### src/rtl/bic_pkg.sv
package bic_pkg;
  localparam int BANK_W  = 32;
  localparam int NBANK   = 2;
  localparam int ADDR_W  = 6;
  localparam int NSRC    = NBANK * BANK_W;
  localparam int SEL_LSB = 2;

  typedef enum logic [1:0] {
    REG_EVENT  = 2'd0,
    REG_ENABLE = 2'd1,
    REG_ACK    = 2'd2,
    REG_LEVEL  = 2'd3
  } reg_sel_e;

  // value of addr[5:4] that selects a bank
  function automatic logic [1:0] bank_slot(input int b);
    return (b == 0) ? 2'b10 : 2'b01;
  endfunction

  // level-type sources of a bank
  function automatic logic [BANK_W-1:0] bank_lvl_mask(input int b);
    return (b == 0) ? BANK_W'(32'h3FF0_0000) : '0;
  endfunction
endpackage

### src/rtl/bic_sync.sv
module bic_sync #(
  parameter int W = 32
) (
  input  logic         clk,
  input  logic         rst_n,
  input  logic [W-1:0] raw,
  output logic [W-1:0] lvl,
  output logic [W-1:0] rise
);
  logic [W-1:0] s1_q, s2_q, prev_q;

  always_ff @(posedge clk or negedge rst_n) begin
    if (!rst_n) begin
      s1_q   <= '0;
      s2_q   <= '0;
      prev_q <= '0;
    end else begin
      s1_q   <= raw;
      s2_q   <= s1_q;
      prev_q <= s2_q;
    end
  end

  assign lvl  = s2_q;
  assign rise = s2_q & ~prev_q;
endmodule

### src/rtl/bic_bank.sv
module bic_bank #(
  parameter int         W        = 32,
  parameter logic [W-1:0] LVL_MASK = '0
) (
  input  logic         clk,
  input  logic         rst_n,
  input  logic [W-1:0] raw,
  input  logic         en_wr,
  input  logic         ack_wr,
  input  logic [W-1:0] wdata,
  output logic [W-1:0] ev,
  output logic [W-1:0] en,
  output logic [W-1:0] lvl,
  output logic [W-1:0] rise,
  output logic         req
);
  logic [W-1:0] ev_q, en_q, ack_bits, ev_d;

  bic_sync #(.W(W)) u_sync (
    .clk  (clk),
    .rst_n(rst_n),
    .raw  (raw),
    .lvl  (lvl),
    .rise (rise)
  );

  always_comb begin
    ack_bits = ack_wr ? wdata : '0;
    // a fresh edge outranks an ack in the same cycle
    ev_d     = (ev_q & ~ack_bits) | (rise & en_q & ~LVL_MASK);
  end

  always_ff @(posedge clk or negedge rst_n) begin
    if (!rst_n) begin
      ev_q <= '0;
      en_q <= '0;
    end else begin
      ev_q <= ev_d;
      if (en_wr) en_q <= wdata;
    end
  end

  assign ev  = ev_q;
  assign en  = en_q;
  assign req = |((ev_q | (lvl & LVL_MASK)) & en_q);
endmodule

### src/rtl/bic_regbus.sv
module bic_regbus
  import bic_pkg::*;
#(
  parameter int W  = BANK_W,
  parameter int NB = NBANK,
  parameter int AW = ADDR_W
) (
  input  logic                 clk,
  input  logic                 rst_n,
  input  logic [AW-1:0]        addr,
  input  logic                 wr_en,
  input  logic                 rd_en,
  input  logic [NB-1:0][W-1:0] ev,
  input  logic [NB-1:0][W-1:0] en,
  input  logic [NB-1:0][W-1:0] lvl,
  output logic [NB-1:0]        en_wr,
  output logic [NB-1:0]        ack_wr,
  output logic [W-1:0]         rd_data
);
  logic [1:0]   slot;
  reg_sel_e     sel;
  logic [W-1:0] rd_mux;
  logic [1:0]   unused_lo;

  assign slot      = addr[AW-1:AW-2];
  assign sel       = reg_sel_e'(addr[SEL_LSB+1:SEL_LSB]);
  assign unused_lo = addr[SEL_LSB-1:0];

  always_comb begin
    rd_mux = '0;
    en_wr  = '0;
    ack_wr = '0;
    for (int b = 0; b < NB; b++) begin
      if (slot == bank_slot(b)) begin
        case (sel)
          REG_EVENT:  rd_mux = ev[b];
          REG_ENABLE: rd_mux = en[b];
          REG_LEVEL:  rd_mux = lvl[b];
          default:    rd_mux = '0;
        endcase
        en_wr[b]  = wr_en && (sel == REG_ENABLE);
        ack_wr[b] = wr_en && (sel == REG_ACK);
      end
    end
  end

  always_ff @(posedge clk or negedge rst_n) begin
    if (!rst_n) rd_data <= '0;
    else        rd_data <= rd_en ? rd_mux : '0;
  end
endmodule

### src/rtl/bank_irq_ctrl.sv
module bank_irq_ctrl
  import bic_pkg::*;
(
  input  logic              clk_i,
  input  logic              rst_ni,
  input  logic [ADDR_W-1:0] addr_i,
  input  logic              wr_en_i,
  input  logic [BANK_W-1:0] wr_data_i,
  input  logic              rd_en_i,
  output logic [BANK_W-1:0] rd_data_o,
  input  logic [NSRC-1:0]   src_i,
  output logic              irq_o
);
  logic [NBANK-1:0][BANK_W-1:0] ev_b, en_b, lvl_b, rise_b;
  logic [NBANK-1:0]             en_wr, ack_wr, req_b;
  logic [NSRC-1:0]              ev_all, en_all, rise_all;

  bic_regbus #(.W(BANK_W), .NB(NBANK), .AW(ADDR_W)) u_bus (
    .clk    (clk_i),
    .rst_n  (rst_ni),
    .addr   (addr_i),
    .wr_en  (wr_en_i),
    .rd_en  (rd_en_i),
    .ev     (ev_b),
    .en     (en_b),
    .lvl    (lvl_b),
    .en_wr  (en_wr),
    .ack_wr (ack_wr),
    .rd_data(rd_data_o)
  );

  for (genvar b = 0; b < NBANK; b++) begin : g_bank
    bic_bank #(.W(BANK_W), .LVL_MASK(bank_lvl_mask(b))) u_bank (
      .clk   (clk_i),
      .rst_n (rst_ni),
      .raw   (src_i[b*BANK_W +: BANK_W]),
      .en_wr (en_wr[b]),
      .ack_wr(ack_wr[b]),
      .wdata (wr_data_i),
      .ev    (ev_b[b]),
      .en    (en_b[b]),
      .lvl   (lvl_b[b]),
      .rise  (rise_b[b]),
      .req   (req_b[b])
    );
  end

  assign ev_all   = ev_b;
  assign en_all   = en_b;
  assign rise_all = rise_b;
  assign irq_o    = |req_b;
endmodule

### config.mk
export PLATFORM = sky130hd
export DESIGN_NAME = bank_irq_ctrl
export DESIGN_NICKNAME = d
export VERILOG_FILES = /design/src/rtl/bic_pkg.sv /design/src/rtl/bic_sync.sv /design/src/rtl/bic_bank.sv /design/src/rtl/bic_regbus.sv /design/src/rtl/bank_irq_ctrl.sv
export SDC_FILE = /design/constraint.sdc
export NUM_CORES = 1
export LEC_CHECK = 0
export BUFFER_PORTS_ARGS = -buffer_cell sky130_fd_sc_hd__buf_2
export CAP_MARGIN = 20
export CORE_MARGIN = 2
export CORE_UTILIZATION = 58
export DETAILED_ROUTE_END_ITERATION = 6
export GPL_ROUTABILITY_DRIVEN = 0
export PLACE_DENSITY = 0.79
export SYNTH_ARGS = -nofsm -noshare
export SYNTH_HDL_FRONTEND = slang
export SYNTH_SLANG_ARGS = --single-unit
### constraint.sdc
create_clock -name clk_i -period 1.55 [get_ports clk_i]
set_input_delay 0.155 -clock clk_i [delete_from_list [all_inputs] [get_ports clk_i]]
set_output_delay 0.155 -clock clk_i [all_outputs]
set_load 0.02 [all_outputs]
==> impl_metrics.toml, run 1 <==
[finish]
final_cells = 1523
syn2layout_area_growth_pct = 31.9
fillers = 1251
layout-drive-gt1-share = 0.351
nNetsFinal = 1325

[grt]
grt_usage = 0.300
grt_pass1_wl_mm = 52.2
met2_usage = 0.497
grtUsageMet3 = 0.0554
grt_antenna_before_repair = 2
grt-ovfl-total = 0
grt_util_met1 = 0.406
grt_pass1_vias = 9408
grt_busiest_layer = "met2"
grt_max_degree = 60

[floorplanning]
dieArea_um2 = 23000
die_h_um = 152
io_pins = 139
die_w_um = 152
core_area_um2 = 21600
start_util = 0.585
rows = 54

[logic_synthesis]
synth_mux_area_frac = 0.116
synth_adder_area_share = 0
synth.net_count = 983
syn_inst = 877
synth.distinct_cells = 32
yosysWarnings = 0
yosys.area_share.simple = 0.0614
syn_avg_cell_area_um2 = 14.4
synth_area_um2 = 12600
ys_ff_latch = 342
synth_compound_area_frac = 0.123
synth_top_family_by_area = "compound AO/OA/AOI/OAI gates"
synth-xor-area-share = 0
seq_area_frac_synth = 0.677

[pwr]
pwr-share-seq = 0.474
peakVddDrop_mv = 1.04
sw_frac_of_total = 0.257
combPwrFrac = 0.158
leakagePower_nw = 7.49
power.switching_mw = 5.74
p_int_mw = 16.6
powerDensity_nw_per_um2 = 1340
clockPowerShare = 0.368

[run]
cap_viol_max_count = 0

[sta]
drv_slew = 0
fin_crit_sh = 1.43
clock_skew_ns = 0.0136
tns_ns = -0.662
hold_ws_ns = 0.0207
fmax_mhz = 452
worst_slew_pin_slew_ns = 0.449
final-setup-viol-count = 1
setup_slack_ns = -0.662
relSlewSlack = 0.700
finalCriticalPeriod_ns = 2.21
hold_viol = 0
rsz0062_at_grt = "true"

[routing]
drtIter0Drc = 688
drc = 0
num_vias = 8879
wl_mm = 33.3
avgViaCountPerCell = 5.83
wl_per_cell_um = 21.8
first_pass_iters = 6
drtAntennaViolNets = 0

[setup_path]
start_kind = "flip-flop"
crit_chain = "o21ai_2 > nand4_1 > nor4_2 > nand4_1 > buf_6"
crit_required_ns = 1.39
crit_type = "flip-flop to output pin"
crit_slowest_cell = "dfrtp_1"
cp_slowest_stage_delay_ns = 0.39
cp_common_cell = "nand4_1"
path_max_fanout = 2
cp-end-kind = "output pin"
crit_family = "simple AND/OR/NAND/NOR gates"
path_buf_inv = 1
crit_arrival_ns = 2.06

[cts]
cts_buffers = 35
cts_buffer_depth = 3
root_buffer = "clkbuf_16"
cts_tree = "done"
clkTransAtPathRegs_ns = 0.06
ctsHtreeMaxLevel = 2
cts.sinks = 342
clock_latency_ns = 0.52

[placed_design]
dp_hpwl_mm = 20.2
place_ws_ns = -0.163
dp_cells = 1366
io_buffers = 136

[min_path]
hold_path.class = "input port to flip-flop"

[outcome]
violations = "setup timing"
status = "complete, but fails checks"
kinds of logic after synthesis:
logic type / Yosys count
buffers and inverters: 45
multiplexers: 128
AND/OR/NAND/NOR: 165
flip-flops: 342
AO/OA/AOI/OAI: 197
cells in the mapped netlist:
master,number,area [um^2]
o21ai_0,10,50.1
nand2_1,111,417
mux2_1,34,383
and3_1,1,6.26
a21boi_0,4,30.0
inv_1,2,7.51
a22oi_1,78,586
dfrtp_1,342,8560
nand3b_4,2,40.0
o22ai_1,21,131
and2_1,21,131
o22a_1,11,96.3
a32o_1,2,20.0
a221oi_1,3,26.3
nand2b_1,4,25.0
nor2_1,11,41.3
a21boi_1,6,45.0
clkbuf_1,7,26.3
mux2_2,87,980
buf_2,17,85.1
buf_4,10,75.1
buf_6,8,90.1
o2bb2ai_1,52,455
nor3_1,2,10.0
buf_1,1,3.75
nand4_1,6,37.5
a22oi_2,7,87.6
nor4_1,1,6.26
a22o_1,3,26.3
nor2_4,5,56.3
mux2_4,7,105
nand3_1,1,5.00
cells in the final DEF (no fill, tap or decap), types with 2 or more instances in the layout:
cell | Yosys | final
clkinv_2 | 0 | 5
o2bb2ai_1 | 52 | 52
nand4_1 | 6 | 6
a22o_1 | 3 | 3
clkbuf_16 | 0 | 35
nor2_4 | 5 | 5
nor2_1 | 11 | 11
nand2_1 | 111 | 111
dfrtp_1 | 342 | 342
inv_1 | 2 | 2
dlygate4sd3_1 | 0 | 97
and2_1 | 21 | 21
o21ai_1 | 0 | 2
a21boi_1 | 6 | 6
mux2_4 | 7 | 7
o21ai_0 | 10 | 2
o22a_1 | 11 | 11
mux2_2 | 87 | 87
nand2b_1 | 4 | 4
a21boi_0 | 4 | 4
clkinv_4 | 0 | 2
o22ai_1 | 21 | 21
buf_2 | 17 | 134
inv_6 | 0 | 3
a22oi_1 | 78 | 70
clkinvlp_4 | 0 | 2
a221oi_2 | 0 | 3
a32o_1 | 2 | 2
a22oi_2 | 7 | 15
buf_12 | 0 | 17
nand3b_4 | 2 | 2
clkbuf_8 | 0 | 9
clkbuf_1 | 7 | 3
o21ai_2 | 0 | 6
buf_4 | 10 | 98
mux2_1 | 34 | 34
power groups by stage:
stage	Sequential (mW)	Combinational [mW]	Clock, mW
6_report	10.6	3.52	8.22
5_1_grt	10.7	3.80	8.74
4_1_cts	10.5	3.46	8.31
3_5_place_dp	10.6	3.18	0
3_3_place_gp	10.6	3.10	0
2_1_floorplan	10.6	1.54	0
routing by layer:
metal	vias up	part of all wire	routed length, um
met5	-	0.00039	13
met4	2	0.031	1020
met3	92	0.077	2570
met2	446	0.49	16400
met1	4472	0.40	13300
li1	3867	-	-
registers in the layout (all words and copies together) (netlist names):
name,cells
g_bank.u_bank.en,64
g_bank.u_bank.ev,64
g_bank.u_bank.u_sync.lvl,64
g_bank.u_bank.u_sync.prev_q,54
g_bank.u_bank.u_sync.s1_q,64
u_bus.rd_data,32
stage by stage:
step           instance area [um^2]  utilization  total power, mW
2_1_floorplan                 12600            -             12.1
3_3_place_gp                  14500        0.670             13.7
3_5_place_dp                  14500        0.670             13.8
4_1_cts                       16600        0.770             22.3
5_1_grt                       16700        0.772             23.2
6_report                      16700        0.772             22.3
path summary, 6_finish.rpt:
path | to | slack, ns | start | cells after the start
setup / recovery | irq_o | -0.66 | g_bank[0].u_bank.u_sync.lvl[27] | 5
hold / removal | u_bus.rd_data[19] | 0.02 | rd_en_i | 2
setup reg to reg | u_bus.rd_data[31] | 0.12 | g_bank[1].u_bank.en[31] | 5
hold reg to reg | g_bank[0].u_bank.u_sync.lvl[10] | 0.34 | g_bank[0].u_bank.u_sync.s1_q[10] | 0
max in group asynchronous | g_bank[1].u_bank.u_sync.s1_q[22] | 0.70 | rst_ni | 3
min in group asynchronous | u_bus.rd_data[10] | 0.16 | rst_ni | 2
cell type report:
class / count / area (um^2) / share of cell area
Antenna cell: 1 / 2.50 / 0.000150
Clock buffer: 47 / 1010 / 0.0606
Clock inverter: 13 / 114 / 0.00683
Inverter: 2 / 7.51 / 0.000450
Multi-Input combinational cell: 490 / 3890 / 0.233
Sequential cell: 342 / 8560 / 0.513
Tap cell: 280 / 350 / 0.0210
Timing Repair Buffer: 348 / 2740 / 0.164
repair_timing:
item                                    4_1_cts  5_1_grt
buffers inserted                              1        0
pin swaps                                     4        7
hold endpoints to repair                    523        0
resized for setup                            16       14
endpoints found under the setup margin        1        1
hold buffers                                 97        0
worst reg2reg max path: stages, from the launching register on:
cell	delay, ns
dfrtp_1	0.38
buf_4	0.14
mux2_2	0.26
a22oi_1	0.20
o22ai_1	0.15
and2_1	0.19
No activity file was read; power rests on OpenSTA's default activity.
==> inputs of run 2 (changes only) <==
CORE_UTILIZATION = 50   (was 58)
PLACE_DENSITY = 0.7   (was 0.79)
==> impl_metrics.toml, run 2 (synthesis gave the netlist of run 1 again) <==
[setup_path]
crit_chain = "a22o_1 > a221oi_2 > buf_4 > and3_1 > nand4_1 > buf_4"
reg2reg_depth = 5
crit_type = "flip-flop to output pin"
crit_arrival_ns = 2.04
timing.rr.end = "u_bus.rd_data[12]"
start_kind = "flip-flop"
cp_slowest_stage_delay_ns = 0.37
cp_common_cell = "buf_4"
crit_required_ns = 1.39
path_max_fanout = 2
crit_slowest_cell = "dfrtp_1"
r2r_slack_ns = 0.15
r2r_start = "g_bank[0].u_bank.en[12]"
cp-end-kind = "output pin"

[grt]
grtUsageMet3 = 0.0419
grt_pass1_wl_mm = 50.5
grt_util_met1 = 0.345
grt_max_degree = 65
met2_usage = 0.400
grt_busiest_layer = "met2"
grt_pass1_vias = 9230
grt_usage = 0.247
grt-ovfl-total = 0
grt_antenna_before_repair = 0

[finish]
layout-drive-gt1-share = 0.346
final_common_cell = "dfrtp_1"
nNetsFinal = 1339
postLayoutCoreUtil = 0.670
antenna_cells = 0
final_cell_mix = "342 x dfrtp_1, 134 x buf_2, 115 x buf_4"
syn2layout_area_growth_pct = 32.8

[routing]
drtIter0Drc = 766
drc = 0
drtAntennaViolNets = 0
wl_mm = 31.5
wl_per_cell_um = 19.8
avgViaCountPerCell = 5.43
num_vias = 8632
first_pass_iters = 5

[cts]
root_buffer = "clkbuf_16"
cts_buffers = 35
cts_buffer_depth = 3
cts_tree = "done"
ctsHtreeMaxLevel = 2
clkTransAtPathRegs_ns = 0.06
clock_latency_ns = 0.52
cts.sinks = 342

[pwr]
leakagePower_nw = 7.56
peakVddDrop_mv = 1.06
powerDensity_nw_per_um2 = 1330

[outcome]
status = "complete, but fails checks"
violations = "setup timing"

[placed_design]
io_buffers = 136
dp_hpwl_mm = 20.2
place_ws_ns = -0.202

[sta]
rsz0062_at_grt = "true"
worst_slew_pin_slew_ns = 0.425
fmax_mhz = 456
clock_skew_ns = 0.0213
final-setup-viol-count = 1
setup_slack_ns = -0.643
relSlewSlack = 0.717
drv_slew = 0
hold_viol = 0
fin_crit_sh = 1.41
finalCriticalPeriod_ns = 2.19

[floorplanning]
start_util = 0.505
die_w_um = 163
die_h_um = 163
rows = 58
dieArea_um2 = 26600
io_pins = 139
core_area_um2 = 25000

[run]
cap_viol_max_count = 0

[min_path]
hold_path.class = "input port to asynchronous set/reset pin"
run 2: worst max path at each step:
stage,from,depth (start not counted),slack (ns),end
after floorplan,addr_i[3],6,0.22,g_bank[0].u_bank.en[10]
after global placement,g_bank[1].u_bank.en[19],6,-0.17,irq_o
after detailed placement,g_bank[0].u_bank.ev[14],5,-0.20,irq_o
after CTS,g_bank[0].u_bank.en[14],5,-0.64,irq_o
after global routing,g_bank[0].u_bank.ev[23],6,-0.66,irq_o
final,g_bank[1].u_bank.ev[11],6,-0.64,irq_o
run 2: final cells by class:
type	instances	area, um^2
fill	1781	8250
clock buffer	52	1060
inverter	2	7.51
sequential	342	8560
clock inverter	11	97.6
tap	330	413
timing repair buffer	362	2820
multi-input combinational	490	3830
run 2: stage by stage:
| step | hold slack, ns | power (mW) | std cells | TNS [ns] | cell area [um^2] |
|---|---|---|---|---|---|
| CTS | 0.0923 | 22.5 | 1589 | -0.643 | 16800 |
| global placement | 0.0473 | 13.8 | 1428 | -0.167 | 14600 |
| floorplan | -0.141 | 12.1 | 877 | 0 | 12600 |
| detailed placement | 0.0508 | 13.9 | 1428 | -0.207 | 14600 |
| global route | 0.115 | 23.3 | 1589 | -0.664 | 16800 |
| finish | 0.106 | 22.3 | 1589 | -0.643 | 16800 |
run 2: worst max-delay path, delay by kind of cell, from the launching register on:
kind / cells / cell delay, ns
AOI/OAI and AO/OA: 2 / 0.46
DFF: 1 / 0.37
and+or+nand+nor: 2 / 0.32
buffers and inverters: 2 / 0.36
run 2: what timing repair did:
action,4_1_cts,5_1_grt
setup buffers,1,0
endpoints found under the setup margin,1,1
pin swaps,6,2
hold buffers,97,0
hold endpoints to repair,533,0
gates cloned,0,0
gates resized for setup,9,5
run 2: per-layer routing:
layer  wire (um)  vias up
li1            -     3897
met1       13800     4391
met2       15300      286
met3        1790       58
met4         701        0
met5           0        -
run 2: power breakdown:
| part | switching [mW] | internal [mW] |
|---|---|---|
| clock | 3.39 | 4.93 |
| combinational | 1.53 | 2.00 |
| sequential | 0.619 | 9.87 |
